==> config.mk <==
export PLATFORM = sky130hd
export DESIGN_NAME = bcd_rtc_core
export DESIGN_NICKNAME = d
export VERILOG_FILES = /design/src/rtl/bcd_rtc_core.sv
export SDC_FILE = /design/constraint.sdc
export NUM_CORES = 1
export LEC_CHECK = 0
export BUFFER_PORTS_ARGS = -buffer_cell sky130_fd_sc_hd__buf_2
export CORE_MARGIN = 2
export CORE_UTILIZATION = 30
export CTS_CLUSTER_SIZE = 20
export DETAILED_ROUTE_END_ITERATION = 8
export GPL_TIMING_DRIVEN = 0
export PLACE_DENSITY = 0.48
export SLEW_MARGIN = 15
export SYNTH_ARGS = -nofsm -noshare
export SYNTH_HDL_FRONTEND = slang
export SYNTH_SLANG_ARGS = --single-unit
==> constraint.sdc <==
create_clock -name clk -period 3.25 [get_ports clk]
set_input_delay 0.325 -clock clk [delete_from_list [all_inputs] [get_ports clk]]
set_output_delay 0.325 -clock clk [all_outputs]
set_load 0.05 [all_outputs]
==> src/rtl/bcd_rtc_core.sv <==
module bcd_rtc_core #(
  parameter logic [7:0] CENT_RST = 8'd20
) (
  input  logic       clk,
  input  logic       rst_n,
  input  logic       sec_tick,
  input  logic [3:0] bus_addr,
  input  logic       bus_wr,
  input  logic [7:0] bus_wdata,
  output logic [7:0] bus_rdata
);

  localparam logic [3:0] CTRL_OFS = 4'd8;
  localparam int HOLD_BIT = 3;

  function automatic logic [7:0] to_bcd(input logic [7:0] v);
    logic [7:0] t, o;
    t = v / 8'd10;
    o = v % 8'd10;
    return {t[3:0], o[3:0]};
  endfunction

  function automatic logic [7:0] from_bcd(input logic [7:0] b);
    return ({4'd0, b[7:4]} * 8'd10) + {4'd0, b[3:0]};
  endfunction

  logic [7:0] sec_q, min_q, hr_q, dow_q, dom_q, mon_q, yr_q, cen_q;
  logic [7:0] shd [8];
  logic       hold_q, pend_q, dirty_q;
  logic [63:0] shd_flat;

  assign shd_flat = {shd[7], shd[6], shd[5], shd[4], shd[3], shd[2], shd[1], shd[0]};

  wire time_wr  = bus_wr && !bus_addr[3];
  wire ctrl_wr  = bus_wr && (bus_addr == CTRL_OFS);
  wire release_ev = hold_q && ctrl_wr && !bus_wdata[HOLD_BIT];
  wire do_load  = release_ev && dirty_q;
  wire do_xfer  = pend_q && !hold_q;

  logic leap;
  logic [7:0] mlen;
  always_comb begin
    if (yr_q != 8'd0) leap = (yr_q[1:0] == 2'd0);
    else              leap = (cen_q[1:0] == 2'd0);
    case (mon_q)
      8'd2:                      mlen = leap ? 8'd29 : 8'd28;
      8'd4, 8'd6, 8'd9, 8'd11:   mlen = 8'd30;
      default:                   mlen = 8'd31;
    endcase
  end

  wire c_sec = (sec_q == 8'd59);
  wire c_min = c_sec && (min_q == 8'd59);
  wire c_hr  = c_min && (hr_q == 8'd23);
  wire c_day = c_hr && (dom_q >= mlen);
  wire c_mon = c_day && (mon_q == 8'd12);
  wire c_yr  = c_mon && (yr_q == 8'd99);

  always_ff @(posedge clk) begin
    if (!rst_n) begin
      sec_q <= 8'd0; min_q <= 8'd0; hr_q <= 8'd0; dow_q <= 8'd1;
      dom_q <= 8'd1; mon_q <= 8'd1; yr_q <= 8'd0; cen_q <= CENT_RST;
    end else if (do_load) begin
      sec_q <= from_bcd(shd[0]); min_q <= from_bcd(shd[1]);
      hr_q  <= from_bcd(shd[2]); dow_q <= from_bcd(shd[3]);
      dom_q <= from_bcd(shd[4]); mon_q <= from_bcd(shd[5]);
      yr_q  <= from_bcd(shd[6]); cen_q <= from_bcd(shd[7]);
    end else if (sec_tick) begin
      sec_q <= c_sec ? 8'd0 : sec_q + 8'd1;
      if (c_sec) min_q <= c_min ? 8'd0 : min_q + 8'd1;
      if (c_min) hr_q  <= c_hr ? 8'd0 : hr_q + 8'd1;
      if (c_hr) begin
        dow_q <= (dow_q >= 8'd7) ? 8'd1 : dow_q + 8'd1;
        dom_q <= c_day ? 8'd1 : dom_q + 8'd1;
      end
      if (c_day) mon_q <= c_mon ? 8'd1 : mon_q + 8'd1;
      if (c_mon) yr_q  <= c_yr ? 8'd0 : yr_q + 8'd1;
      if (c_yr)  cen_q <= (cen_q >= 8'd99) ? 8'd0 : cen_q + 8'd1;
    end
  end

  always_ff @(posedge clk) begin
    if (!rst_n) begin
      hold_q  <= 1'b0;
      pend_q  <= 1'b0;
      dirty_q <= 1'b0;
      shd[0] <= 8'h00; shd[1] <= 8'h00; shd[2] <= 8'h00; shd[3] <= 8'h01;
      shd[4] <= 8'h01; shd[5] <= 8'h01; shd[6] <= 8'h00; shd[7] <= to_bcd(CENT_RST);
    end else begin
      pend_q <= sec_tick && !do_load;
      if (ctrl_wr) hold_q <= bus_wdata[HOLD_BIT];
      if (release_ev)              dirty_q <= 1'b0;
      else if (hold_q && time_wr)  dirty_q <= 1'b1;
      if (do_xfer) begin
        shd[0] <= to_bcd(sec_q); shd[1] <= to_bcd(min_q);
        shd[2] <= to_bcd(hr_q);  shd[3] <= to_bcd(dow_q);
        shd[4] <= to_bcd(dom_q); shd[5] <= to_bcd(mon_q);
        shd[6] <= to_bcd(yr_q);  shd[7] <= to_bcd(cen_q);
      end else if (hold_q && time_wr) begin
        shd[bus_addr[2:0]] <= bus_wdata;
      end
    end
  end

  assign bus_rdata = !bus_addr[3]            ? shd[bus_addr[2:0]] :
                     (bus_addr == CTRL_OFS)  ? {4'd0, hold_q, 3'd0} : 8'd0;

  a_r3_frozen_stable: assert property (@(posedge clk) disable iff (!rst_n)
    (hold_q && !time_wr) |=> $stable(shd_flat));

  a_r4_unheld_no_write: assert property (@(posedge clk) disable iff (!rst_n)
    (!hold_q && !pend_q) |=> $stable(shd_flat));

  a_r2_pend_pulse: assert property (@(posedge clk) disable iff (!rst_n)
    (pend_q && !sec_tick) |=> !pend_q);

  a_r6_release_load: assert property (@(posedge clk) disable iff (!rst_n)
    do_load |=> (sec_q == from_bcd($past(shd_flat[7:0]))) &&
                (cen_q == from_bcd($past(shd_flat[63:56]))));

endmodule

==> results.toml <==
[cells_and_area]
post_route_cells_drive_above_1_share_pct = 10.0
post-route-cell-area_sq_um = 15200
layout_commonest_cell = "nand2_1"
n_fill_cell = 4673
nNetsFinal = 1892
layout-area-overhead-vs-synth_pct = 13.9
finish.cell_count_without_fillers = 2373
mostFrequentLayoutCells = "nand2_1 (165), nor2_1 (154), a21oi_1 (120)"

[clock_tree]
cts_inserted_buffers = 17
cell_at_the_root_of_the_clock_tree = "clkbuf_16"
clk_transition_reported_paths_ns = 0.06
clk-insertion-delay-late_ns = 0.45
ctsHoldBuffers = 0
cts_tree = "yes"
clk_path_buf_depth = 2
h-tree-depth = 4
clock-sinks = 131

[setup_path]
required_ns = 3.55
worst-path-max-fanout = 11
ff2ff_path_depth = 12
reg2reg_to = "shd[0][3]$_DFFE_PP_"
worstReg2RegStart = "sec_q[6]$_SDFFE_PN0P_"
worstSetupStartpoint = "sec_q[6]$_SDFFE_PN0P_"
crit_arrival_ns = 3.48
critical_path.endpoint_type = "register"
reg2reg_slack_ns = 0.07
critical_path.startpoint_type = "register"
critical_path_class = "register to register"
critical_path.endpoint = "shd[0][3]$_DFFE_PP_"

[synthesis]
synth_seq_area_share_pct = 24.4
synth.distinct_cells = 89
ys_ff_latch = 131
postSynthCellCount = 1726
synth_top_area_share_pct = 14.4
synth_flop_cell = "dfxtp_1"
synth-edff-count = 64
postSynth.asyncResetShare_pct = 0
cell_type_contributing_the_most_total_cell_area_after_synthesis = "edfxtp_1"
synth.yosys.warnings = 0
synth.area.top_cells = "edfxtp_1 (14%), dfxtp_1 (10%), ha_1 (8.6%), nand2_1 (4.7%), a21oi_1 (4.6%)"
netlist_area_sq_um = 13400
synthesis.area_per_instance_sq_um = 7.73
synth_fp_nets = 1850

[die]
initial_utilization_pct = 30.3
fp.dieW_microns = 215
row_count = 77
die_height_microns = 215
coreArea_sq_um = 44000
ios = 24
total_die_area_sq_um = 46200

[pwr]
peakVddDrop_v = 0.000249
power.leakage_nw = 5.42
power.density_cell_area_nw_per_um2 = 284

[placement]
io_buffer_count = 12
placement.cell_area_sq_um = 14200
dp.cells = 2330
post-dp-hpwl_microns = 37600
gp_congestion = 0.918

[grt]
largest_net_degree_at_the_start_of_global_routing = 19
grt_pass1_vias = 12700
grt-ovfl-total = 0
grt_util_all_layers_pct = 21.4
grt_pass1_wl_microns = 76900
grt_antenna_before_repair = 2

[drt]
drt-initial-drc-count = 1301
final_antenna_net_count = 0
drc_errors = 0
detailroute.via_count = 13600
detail_route.vias_per_cell = 5.73
wl_per_cell_microns = 21.4
router_iterations_before_antenna_repair = 6
routed_wirelength_microns = 50700

[hold_path]
hold_depth = 3
hold_class = "input pin to register"

[sta]
finalCritPeriodShare_pct = 97.8
max_slew.worst_pin.slew_ns = 1.11
slew_headroom_pct = 24.9
final_period_minus_worst_setup_slack_ns = 3.18
setup_viol_count_final = 0
timing.fmax_mhz = 315
maxSlewViolCount = 0
timing.final.hold_violations = 0
clock-skew-final_ns = 0.0156

[flow_run]
maxCapViolCount = 0

[outcome]
outcome = "finished, final reports clean"
where the power goes:
part / leakage (nW) / internal (mW) / switching (mW) / total [mW]
Clock: 0.270 / 1.11 / 0.831 / 1.94
Sequential: 1.22 / 1.77 / 0.0596 / 1.83
Combinational: 3.93 / 0.186 / 0.355 / 0.541
Total: 5.42 / 3.07 / 1.25 / 4.31
sequential cells by signal (all words and copies together), names as in the netlist:
name	count
cen_q	8
mon_q	8
hr_q	8
dirty_q	1
yr_q	8
shd	64
dow_q	8
sec_q	8
min_q	8
pend_q	1
hold_q	1
dom_q	8
layer usage:
layer | track usage (%) | share of wire [%] | wire, microns
met5 | 0 | 0.018 | 9
met4 | 5.12 | 1.9 | 951
met3 | 2.58 | 6.1 | 3110
met2 | 35.2 | 46 | 23500
met1 | 29.8 | 46 | 23100
synthesized netlist by cell type (all sizes together), types with 24 or more instances:
cell type,count
nand2,166
nor2,159
o21ai,146
a21oi,124
clkbuf,109
ha,92
dfxtp,67
inv,67
edfxtp,64
xnor2,53
nor2b,43
nor3,43
nand2b,38
nand3,37
a211oi,33
a22oi,27
mux2i,25
xor2,25
a31oi,24
buf,24
kinds of logic (layout without fill, tap and decap cells):
kind of cell               after synthesis  count (layout)  synth area share [%]
muxes                                   43              43                  3.73
and+or+nand+nor                        615             615                  22.7
adders and majority gates              113             113                  11.4
buffers and inverters                  202             256                  5.88
other                                    0               1                     0
xor gates and xnor gates                78              78                  5.12
DFF                                    131             131                  24.4
AOI/OAI and AO/OA                      544             544                  26.7
cell type report:
cell class                 count  area, sq um  area share [%]
antenna                        1         2.50          0.0165
multi-input combinational   1393         9560            62.9
clock inverter                 9         70.1           0.461
timing repair buffer          34          223            1.47
clock buffer                  22          508            3.34
inverter                      69          263            1.73
sequential                   131         3290            21.6
buffer                       122          543            3.57
tap                          592          741            4.87
how the worst min path moves through the flow:
stage / start / end / slack, ns
2_1_floorplan: bus_wr / hold_q$_SDFFE_PN0P_ / 0.48
3_3_place_gp: dirty_q$_SDFFE_PP0P_ / dirty_q$_SDFFE_PP0P_ / 0.50
3_5_place_dp: dirty_q$_SDFFE_PP0P_ / dirty_q$_SDFFE_PP0P_ / 0.51
4_1_cts: bus_wr / hold_q$_SDFFE_PN0P_ / 0.23
5_1_grt: bus_wr / hold_q$_SDFFE_PN0P_ / 0.26
6_report: bus_wr / hold_q$_SDFFE_PN0P_ / 0.24
worst max-delay path, stage by stage, from the launching register on:
cell and delay [ns]:
dfxtp_4 0.43, clkinvlp_4 0.14, ha_4 0.30, nand3b_1 0.13
a21oi_2 0.08, a311oi_4 0.32, or3b_4 0.43, a22o_1 0.22
o211a_1 0.14, ha_2 0.19, or3_1 0.37, o211a_1 0.23
nand3_2 0.07
metrics by stage:
stage	hold slack, ns	setup TNS, ns	worst slack (ns)	total power, mW	util [%]
after global placement	0.505	-56.22	-1.60	2.40	32.2
after floorplan	0.483	0	0.00215	2.20	-
after global routing	0.260	-0.0727	-0.0235	4.43	34.5
final	0.239	0	0.0725	4.31	34.5
after detailed placement	0.513	-52.68	-1.58	2.40	32.2
after CTS	0.232	0	0.0000155	4.33	34.0
what timing repair did:
| item | CTS | global route |
|---|---|---|
| setup endpoints to repair | 62 | 53 |
| cloned | 0 | 0 |
| gates resized for setup | 50 | 63 |
| buffers inserted | 12 | 9 |
| pin swaps | 7 | 8 |
No activity file was read; power rests on OpenSTA's default activity.
